**config.mk**
```make
export PLATFORM = sky130hd
export DESIGN_NAME = dual_interval_timer
export DESIGN_NICKNAME = d
export VERILOG_FILES = /design/src/rtl/dit_pkg.sv /design/src/rtl/dit_regs.sv /design/src/rtl/dit_prescaler.sv /design/src/rtl/dit_counter.sv /design/src/rtl/dit_flag.sv /design/src/rtl/dual_interval_timer.sv
export SDC_FILE = /design/constraint.sdc
export NUM_CORES = 1
export LEC_CHECK = 0
export BUFFER_PORTS_ARGS = -buffer_cell sky130_fd_sc_hd__buf_2
export CAP_MARGIN = 20
export CORE_ASPECT_RATIO = 1.4
export CORE_MARGIN = 5
export CORE_UTILIZATION = 60
export CTS_CLUSTER_DIAMETER = 60
export DETAILED_ROUTE_END_ITERATION = 8
export PLACE_DENSITY = 0.79
export SLEW_MARGIN = 0
export SYNTH_ARGS = -nofsm -noshare
export SYNTH_HDL_FRONTEND = slang
export SYNTH_HIERARCHICAL = 1
export SYNTH_SLANG_ARGS = --single-unit
```
**constraint.sdc**
```tcl
create_clock -name clk -period 4.7 [get_ports clk]
set_input_delay 0.235 -clock clk [delete_from_list [all_inputs] [get_ports clk]]
set_output_delay 0.235 -clock clk [all_outputs]
set_load 0.02 [all_outputs]
```
**src/rtl/dit_pkg.sv**
```systemverilog
package dit_pkg;

  // Register offsets from the block base address.
  localparam logic [7:0] OFS_A_HI = 8'd0;
  localparam logic [7:0] OFS_A_LO = 8'd1;
  localparam logic [7:0] OFS_B    = 8'd2;
  localparam logic [7:0] OFS_CTRL = 8'd3;

  // Control byte layout, MSB first.
  typedef struct packed {
    logic [1:0] mode;
    logic       clr_b;
    logic       clr_a;
    logic       en_b;
    logic       en_a;
    logic       run_b;
    logic       run_a;
  } ctrl_t;

endpackage

```
**src/rtl/dit_regs.sv**
```systemverilog
module dit_regs
  import dit_pkg::*;
#(
  parameter logic [7:0] BASE_ADDR = 8'h24,
  parameter int         A_W       = 10,
  parameter int         B_W       = 8
) (
  input  logic           clk,
  input  logic           rst_n,
  input  logic           wr_en,
  input  logic [7:0]     wr_addr,
  input  logic [7:0]     wr_data,
  output logic [A_W-1:0] period_a,
  output logic [B_W-1:0] period_b,
  output logic           run_a,
  output logic           run_b,
  output logic           en_a,
  output logic           en_b,
  output logic           start_a,
  output logic           start_b,
  output logic           clr_a,
  output logic           clr_b,
  output logic [1:0]     mode
);

  localparam int         LO_W      = A_W - 8;
  localparam logic [7:0] ADDR_A_HI = BASE_ADDR + OFS_A_HI;
  localparam logic [7:0] ADDR_A_LO = BASE_ADDR + OFS_A_LO;
  localparam logic [7:0] ADDR_B    = BASE_ADDR + OFS_B;
  localparam logic [7:0] ADDR_CTRL = BASE_ADDR + OFS_CTRL;

  logic           sel_hi, sel_lo, sel_b, sel_ctrl;
  ctrl_t          wctrl;

  logic [7:0]     hi_q, hi_d;
  logic [A_W-1:0] pa_q, pa_d;
  logic [B_W-1:0] pb_q, pb_d;
  logic           run_a_q, run_a_d, run_b_q, run_b_d;
  logic           en_a_q, en_a_d, en_b_q, en_b_d;
  logic [1:0]     mode_q, mode_d;

  assign sel_hi   = wr_en && (wr_addr == ADDR_A_HI);
  assign sel_lo   = wr_en && (wr_addr == ADDR_A_LO);
  assign sel_b    = wr_en && (wr_addr == ADDR_B);
  assign sel_ctrl = wr_en && (wr_addr == ADDR_CTRL);
  assign wctrl    = ctrl_t'(wr_data);

  // Next-state logic
  always_comb begin
    hi_d    = hi_q;
    pa_d    = pa_q;
    pb_d    = pb_q;
    run_a_d = run_a_q;
    run_b_d = run_b_q;
    en_a_d  = en_a_q;
    en_b_d  = en_b_q;
    mode_d  = mode_q;
    if (sel_hi) begin
      hi_d = wr_data;
    end
    if (sel_lo) begin
      pa_d = {hi_q, wr_data[LO_W-1:0]};
    end
    if (sel_b) begin
      pb_d = wr_data[B_W-1:0];
    end
    if (sel_ctrl) begin
      run_a_d = wctrl.run_a;
      run_b_d = wctrl.run_b;
      en_a_d  = wctrl.en_a;
      en_b_d  = wctrl.en_b;
      mode_d  = wctrl.mode;
    end
  end

  // Pulses derived from the control write
  always_comb begin
    start_a = sel_ctrl && wctrl.run_a && !run_a_q;
    start_b = sel_ctrl && wctrl.run_b && !run_b_q;
    clr_a   = sel_ctrl && wctrl.clr_a;
    clr_b   = sel_ctrl && wctrl.clr_b;
  end

  // State registers
  always_ff @(posedge clk or negedge rst_n) begin
    if (!rst_n) begin
      hi_q    <= '0;
      pa_q    <= '0;
      pb_q    <= '0;
      run_a_q <= 1'b0;
      run_b_q <= 1'b0;
      en_a_q  <= 1'b0;
      en_b_q  <= 1'b0;
      mode_q  <= '0;
    end else begin
      hi_q    <= hi_d;
      pa_q    <= pa_d;
      pb_q    <= pb_d;
      run_a_q <= run_a_d;
      run_b_q <= run_b_d;
      en_a_q  <= en_a_d;
      en_b_q  <= en_b_d;
      mode_q  <= mode_d;
    end
  end

  assign period_a = pa_q;
  assign period_b = pb_q;
  assign run_a    = run_a_q;
  assign run_b    = run_b_q;
  assign en_a     = en_a_q;
  assign en_b     = en_b_q;
  assign mode     = mode_q;

endmodule

```
**src/rtl/dit_prescaler.sv**
```systemverilog
module dit_prescaler #(
  parameter int DIV = 16
) (
  input  logic clk,
  input  logic rst_n,
  input  logic tick_in,
  output logic tick_out
);

  generate
    if (DIV <= 1) begin : g_bypass
      assign tick_out = tick_in;
    end else begin : g_div
      localparam int          CW   = $clog2(DIV);
      localparam logic [CW-1:0] LAST = CW'(DIV - 1);

      logic [CW-1:0] cnt_q, cnt_d;
      logic          wrap;

      assign wrap = (cnt_q == LAST);

      always_comb begin
        cnt_d = cnt_q;
        if (tick_in) begin
          cnt_d = wrap ? '0 : cnt_q + 1'b1;
        end
      end

      always_ff @(posedge clk or negedge rst_n) begin
        if (!rst_n) begin
          cnt_q <= '0;
        end else begin
          cnt_q <= cnt_d;
        end
      end

      assign tick_out = tick_in && wrap;
    end
  endgenerate

endmodule

```
**src/rtl/dit_counter.sv**
```systemverilog
module dit_counter #(
  parameter int W = 10
) (
  input  logic         clk,
  input  logic         rst_n,
  input  logic         tick,
  input  logic         run,
  input  logic         start,
  input  logic [W-1:0] period,
  output logic         ovf
);

  localparam logic [W-1:0] TOP = '1;

  logic [W-1:0] cnt_q, cnt_d;
  logic         at_top;
  logic         step;

  assign at_top = (cnt_q == TOP);
  assign step   = run && tick && !start;

  always_comb begin
    cnt_d = cnt_q;
    if (start) begin
      cnt_d = period;
    end else if (step) begin
      cnt_d = at_top ? period : cnt_q + 1'b1;
    end
  end

  always_ff @(posedge clk or negedge rst_n) begin
    if (!rst_n) begin
      cnt_q <= '0;
    end else begin
      cnt_q <= cnt_d;
    end
  end

  assign ovf = step && at_top;

endmodule

```
**src/rtl/dit_flag.sv**
```systemverilog
module dit_flag (
  input  logic clk,
  input  logic rst_n,
  input  logic set,
  input  logic clr,
  output logic flag
);

  logic flag_q, flag_d;

  // An expiry in the same cycle as a clear keeps the flag set.
  always_comb begin
    flag_d = flag_q;
    if (set) begin
      flag_d = 1'b1;
    end else if (clr) begin
      flag_d = 1'b0;
    end
  end

  always_ff @(posedge clk or negedge rst_n) begin
    if (!rst_n) begin
      flag_q <= 1'b0;
    end else begin
      flag_q <= flag_d;
    end
  end

  assign flag = flag_q;

endmodule

```
**src/rtl/dual_interval_timer.sv**
```systemverilog
module dual_interval_timer #(
  parameter logic [7:0] BASE_ADDR = 8'h24,
  parameter int         A_W       = 10,
  parameter int         B_W       = 8,
  parameter int         B_DIV     = 16
) (
  input  logic       clk,
  input  logic       rst_n,
  input  logic       tick,
  input  logic       wr_en,
  input  logic [7:0] wr_addr,
  input  logic [7:0] wr_data,
  output logic       flag_a,
  output logic       flag_b,
  output logic [7:0] status,
  output logic [1:0] mode
);

  logic [A_W-1:0] period_a;
  logic [B_W-1:0] period_b;
  logic           run_a, run_b, en_a, en_b;
  logic           start_a, start_b, clr_a, clr_b;
  logic           b_tick;
  logic           ovf_a, ovf_b;

  dit_regs #(
    .BASE_ADDR (BASE_ADDR),
    .A_W       (A_W),
    .B_W       (B_W)
  ) u_regs (
    .clk      (clk),
    .rst_n    (rst_n),
    .wr_en    (wr_en),
    .wr_addr  (wr_addr),
    .wr_data  (wr_data),
    .period_a (period_a),
    .period_b (period_b),
    .run_a    (run_a),
    .run_b    (run_b),
    .en_a     (en_a),
    .en_b     (en_b),
    .start_a  (start_a),
    .start_b  (start_b),
    .clr_a    (clr_a),
    .clr_b    (clr_b),
    .mode     (mode)
  );

  dit_prescaler #(.DIV(B_DIV)) u_presc (
    .clk      (clk),
    .rst_n    (rst_n),
    .tick_in  (tick),
    .tick_out (b_tick)
  );

  dit_counter #(.W(A_W)) u_cnt_a (
    .clk    (clk),
    .rst_n  (rst_n),
    .tick   (tick),
    .run    (run_a),
    .start  (start_a),
    .period (period_a),
    .ovf    (ovf_a)
  );

  dit_counter #(.W(B_W)) u_cnt_b (
    .clk    (clk),
    .rst_n  (rst_n),
    .tick   (b_tick),
    .run    (run_b),
    .start  (start_b),
    .period (period_b),
    .ovf    (ovf_b)
  );

  dit_flag u_flag_a (
    .clk   (clk),
    .rst_n (rst_n),
    .set   (ovf_a && en_a),
    .clr   (clr_a),
    .flag  (flag_a)
  );

  dit_flag u_flag_b (
    .clk   (clk),
    .rst_n (rst_n),
    .set   (ovf_b && en_b),
    .clr   (clr_b),
    .flag  (flag_b)
  );

  assign status = {6'b0, flag_b, flag_a};

endmodule

```
# Yosys cells after proc, flatten, opt, wreduce, memory -nomap -nowiden
# Index checks and enable logic that the tools add are counted.
op_classes:
  n_eq_ne: 7
  n_addsub: 3
  n_mux: 11
  n_reduce_logical: 27
op_table:
  columns: ["op", "n"]
  rows:
  - ["equality test 8 x 6 -> 1 bit (second input constant)", 4]
  - ["two-way mux 10 bit", 3]
  - ["two-way mux 8 bit", 3]
  - ["logical AND 1 bit", 19]
  - ["adder 10 x 1 -> 10 bit (second input constant)", 1]
  - ["equality test 10 bit (second input constant)", 1]
  - ["adder 8 x 1 -> 8 bit (second input constant)", 1]
  - ["equality test 8 bit (second input constant)", 1]
  - ["nonzero test 2 bit", 4]
  - ["adder 4 x 1 -> 4 bit (second input constant)", 1]
  - ["equality test 4 bit (second input constant)", 1]
  - ["zero test 1 bit", 4]
  - ["two-way mux 1 bit", 4]
  - ["two-way mux 4 bit", 1]
word_totals:
  input_bits: 20
  out_inout_bits: 12
  wordCells: 61
  ff_bits: 56

# Logic depth before layout (Yosys ltp)
logic_depth:
  word_depth: 9
  depth_mapped: 8
  ltp_nobuf: 7

# Cells and area by module
# The synthesis kept the hierarchy.
by_module_without_submodules:
  columns: ["module", "cells_each", "instances", "area_each_um2"]
  rows:
  - ["dit_regs", 81, 1, 1323.8]
  - ["dit_counter (u_cnt_a)", 76, 1, 653.1]
  - ["dit_counter (u_cnt_b)", 67, 1, 578.1]
  - ["dit_prescaler", 16, 1, 193.9]
  - ["dual_interval_timer", 11, 1, 76.3]
  - ["dit_flag", 3, 2, 36.3]

# Least setup slack after synthesis
# No wires, ideal clock.
synth_timing:
  kind: "input port to flip-flop"
  start: "input port wr_addr[7]"
  end: "register u_flag_b.flag_q, in the netlist u_flag_b/flag"
  stages: 7
  n_path_buf: 1
  required_time_ns: 4.582
  setup_ns: 0.118
  path_slack_ns: 2.491
  arrival_ns: 2.091
  cell_sequence: "nor3b_1 -> nand4_2 -> nor3b_1 -> clkbuf_1 -> nor4_1 -> and2_1 -> a21o_1"
synth_via:
  elab_chain_len: 9
synth_rtl:
  columns: ["item", "line", "source"]
  rows:
  - ["start: declaration", "dual_interval_timer.sv:11", "input logic [7:0] wr_addr,"]
  - ["equality test 8 x 6 -> 1 bit *", "dit_regs.sv:45", "assign sel_ctrl = wr_en && (wr_addr == ADDR_CTRL);"]
  - ["logical AND 1 bit *", "dit_regs.sv:45", null]
  - ["logical AND 1 bit * (2 in a row)", "dit_regs.sv:79", "start_b = sel_ctrl && wctrl.run_b && !run_b_q;"]
  - ["via start_b", "dual_interval_timer.sv:22", "logic start_a, start_b, clr_a, clr_b;"]
  - ["zero test 1 bit *", "dit_counter.sv:20", "assign step = run && tick && !start;"]
  - ["logical AND 1 bit *", "dit_counter.sv:20", null]
  - ["logical AND 1 bit *", "dit_counter.sv:39", "assign ovf = step && at_top;"]
  - ["via ovf_b", "dual_interval_timer.sv:24", "logic ovf_a, ovf_b;"]
  - ["logical AND 1 bit *", "dual_interval_timer.sv:87", ".set (ovf_b && en_b),"]
  - ["two-way mux 1 bit / nonzero test 2 bit (equally long branches)", null, null]
  - ["end signal: assignment", "dit_flag.sv:25", "flag_q <= flag_d;"]
  - ["end: declaration", "dit_flag.sv:9", "logic flag_q, flag_d;"]
# The timed path passes the listed nets; every way through them passes the cells marked *.
# A chain may end at the register's enable or synchronous reset.

# Worst setup path in the final report
layout_timing:
  start: "input port wr_addr[0]"
  end: "register u_cnt_b.cnt_q[3]"
layout_via:
  elab_chain_len: 7
layout_rtl:
  columns: ["item", "line", "source"]
  rows:
  - ["equality test 8 x 6 -> 1 bit *", "dit_regs.sv:45", null]
  - ["logical AND 1 bit *", "dit_regs.sv:45", null]
  - ["logical AND 1 bit * (2 in a row)", "dit_regs.sv:79", null]
  - ["via start_b", "dual_interval_timer.sv:22", null]
  - ["zero test 1 bit", "dit_counter.sv:20", null]
  - ["logical AND 1 bit", "dit_counter.sv:20", null]
  - ["nonzero test 2 bit (no line)", null, null]
  - ["end signal: assignment", "dit_counter.sv:35", "cnt_q <= cnt_d;"]
  - ["end: declaration", "dit_counter.sv:15", "logic [W-1:0] cnt_q, cnt_d;"]
# Marks and branches as above.

==> impl_metrics.py <==
metrics = {
    "placed_design": {
        "placed_area_um2": 3060,
        "numPlacedInstances": 340,
        "place_hpwl_um": 4230,
        "place.gp.congestion": 0.863,
        "io_buffers": 25,
    },
    "cells_and_area": {
        "area_growth_pct": 8.77,
        "drive_above_1_share_pct": 28.9,
        "instances_no_fill": 348,
        "insertedDiodeCount": 0,
        "design_area_um2": 3150,
        "nets": 306,
        "final_util_pct": 66.1,
    },
    "critical_path": {
        "cp_max_fo": 15,
        "arrival_ns": 2.14,
        "cp-end-kind": "flip-flop",
        "crit_type": "in -> reg",
        "reg2reg_slack_ns": 2.82,
        "cp.required_ns": 4.90,
        "startpoint_type": "primary input",
    },
    "routing": {
        "initialDrtViolationCount": 215,
        "wire_per_inst_um": 16.4,
        "drtPass1Iterations": 4,
        "ant_nets": 0,
        "routed_wl_um": 5720,
        "drc": 0,
        "vias": 2104,
        "viasPerCell": 6.05,
    },
    "grt": {
        "grt_pass1_wl_um": 9720,
        "grt_max_degree": 57,
        "grt_pass1_vias": 2100,
        "antenna_found_initial": 0,
        "grt_use_total_pct": 20.3,
        "grt_overflow_total": 0,
    },
    "run": {
        "maxCapViolCount": 0,
    },
    "synthesis": {
        "yosys-top-cells-area": "dfrtp_1, mux2_2, nand2_1, buf_4, nor2_1",
        "netlist_area_um2": 2900,
        "synth_top_area_cell": "dfrtp_1",
        "synth-edff-count": 0,
        "netlist_instances": 257,
        "synth.most_common_cell": "dfrtp_1",
        "avgSynthCellArea_um2": 11.3,
        "synthTopCellsByCount": "dfrtp_1, mux2_2, nand2_1, nor2_1, inv_1",
        "yosys.cell_types.count": 57,
        "synthArstFlopShare_pct": 100,
        "synth.top_cell.area_share_pct": 48.4,
        "synth_ff_type": "dfrtp_1",
        "ys_ff_latch": 56,
        "ys_warn_count": 6,
        "seq_area_frac_synth_pct": 48.4,
    },
    "clocking": {
        "cts.clk_slew.worst_paths_ns": 0.09,
        "post-cts-setup-buffers": 0,
        "clock_sinks": 56,
        "cts_tree": "done",
        "cts_resized": 0,
        "root_buffer": "clkbuf_8",
        "clk_path_buf_depth": 2,
        "hold_buffers": 0,
        "ctsHtreeMaxLevel": 2,
        "clk_latency_ns": 0.30,
        "cts_inserted_buffers": 5,
    },
    "sta": {
        "fin_crit_sh_pct": 41.3,
        "fmax_mhz": 515,
        "fin_skew_ns": 0.00478,
        "drv_slew": 0,
        "hold_viol_final": 0,
        "fin_tns_setup_ns": 0,
        "rsz0062_at_grt": "no",
        "tightest_slew_ns": 0.698,
        "min_period_ns": 1.94,
        "final-setup-viol-count": 0,
        "slew_headroom_pct": 53.5,
    },
    "floorplanning": {
        "rows": 30,
        "core_um2": 4770,
        "start_util_pct": 60.8,
        "die_width_um": 68.7,
        "io_pins": 32,
        "dieArea_um2": 6340,
        "fp.dieH_um": 92.2,
    },
    "power": {
        "power.internal_mw": 0.700,
        "peakVddDrop_v": 0.000187,
        "netSwitchingFraction_pct": 26.3,
        "p_leak_nw": 1.48,
        "power.density_nw_per_um2": 301,
        "power_switching_mw": 0.249,
        "p_clk_share_pct": 28.5,
        "seqPwrFrac_pct": 59.4,
        "finalPower_mw": 0.949,
        "combinationalPowerShare_pct": 12.1,
    },
    "min_path": {
        "hold_class": "in -> async",
    },
    "outcome": {
        "status": "finished, final reports clean",
    },
}
## metrics by stage
step	worst slack, ns	hold WS, ns
final	2.76	0.0450
after detailed placement	2.43	0.410
after global routing	2.62	0.107
after CTS	2.75	0.0725
after floorplan	2.49	-0.0606
after global placement	2.49	0.407
## final cells by class
| type | instances | area [um2] |
|---|---|---|
| multi-input cells | 182 | 1390 |
| flip-flops and latches | 56 | 1400 |
| clock buffers | 7 | 86.3 |
| inverters | 10 | 37.5 |
| clock inverters | 1 | 7.51 |
| repair buffers | 28 | 148 |
| well taps | 64 | 80.1 |
| fillers | 368 | 1620 |
## final timing paths
kind,from,to,cells after the start
min reg2reg,u_regs/hi_q[5],u_regs/hi_q[5],1
min,rst_n,u_presc/g_div.cnt_q[2],2
min in group clk,wr_data[5],u_regs/hi_q[5],2
max in group asynchronous,rst_n,u_regs/run_b,2
max reg2reg,u_presc/g_div.cnt_q[0],u_flag_b/flag,7
max,wr_addr[0],u_cnt_b/cnt_q[3],8
## power by group through the flow
stage	combinational [mW]	clock, mW	sequential, mW
floorplan	0.0816	0	0.563
global placement	0.110	0	0.571
detailed placement	0.115	0	0.573
CTS	0.116	0.278	0.563
global route	0.133	0.296	0.571
finish	0.115	0.270	0.564
## layer usage
| layer | up-vias | GRT usage [%] | share of wire (%) |
|---|---|---|---|
| li1 | 986 | - | - |
| met2 | 56 | 34.3 | 53 |
| met5 | - | 0 | 0 |
| met4 | 0 | 8.94 | 3.2 |
| met3 | 16 | 3.55 | 3.3 |
| met1 | 1046 | 24.5 | 40 |
## worst max-delay path: stages
cell,delay [ns]
buf_2,0.14
nor3b_1,0.33
nand4_2,0.34
nor3b_1,0.28
buf_4,0.25
a21oi_4,0.07
mux2_4,0.30
o22a_1,0.19
## registers in the layout, summed over array words and instances, names as in the netlist
register             count
u_cnt_a/cnt_q           10
u_regs/period_a         10
u_cnt_b/cnt_q            8
u_regs/hi_q              8
u_regs/period_b          8
u_presc/g_div.cnt_q      4
u_regs/mode              2
u_flag_a/flag            1
u_flag_b/flag            1
u_regs/en_a              1
u_regs/en_b              1
u_regs/run_a             1
u_regs/run_b             1
## kinds of logic (layout without fill, tap and decap cells)
| kind of cell | Yosys count | in the layout | share of synthesized area (%) |
|---|---|---|---|
| AOI/OAI and AO/OA | 41 | 41 | 10.4 |
| other | 1 | 6 | 0.129 |
| adders and majority gates | 3 | 3 | 1.30 |
| xor gates and xnor gates | 4 | 4 | 1.21 |
| muxes | 36 | 36 | 14.2 |
| and+or+nand+nor | 92 | 92 | 20.1 |
| DFF | 56 | 56 | 48.4 |
| buffers and inverters | 24 | 46 | 4.27 |
## cells in the final DEF, fill, tap and decap left out, drive strengths merged, types with 7 or more instances in the layout
cell type  count
nand2         19
a21oi          8
dfrtp         56
buf           28
inv           10
nor2          16
nand3          8
mux2          35
nor4           8
clkbuf         7
Note: power is estimated with default switching activity, not from simulation.
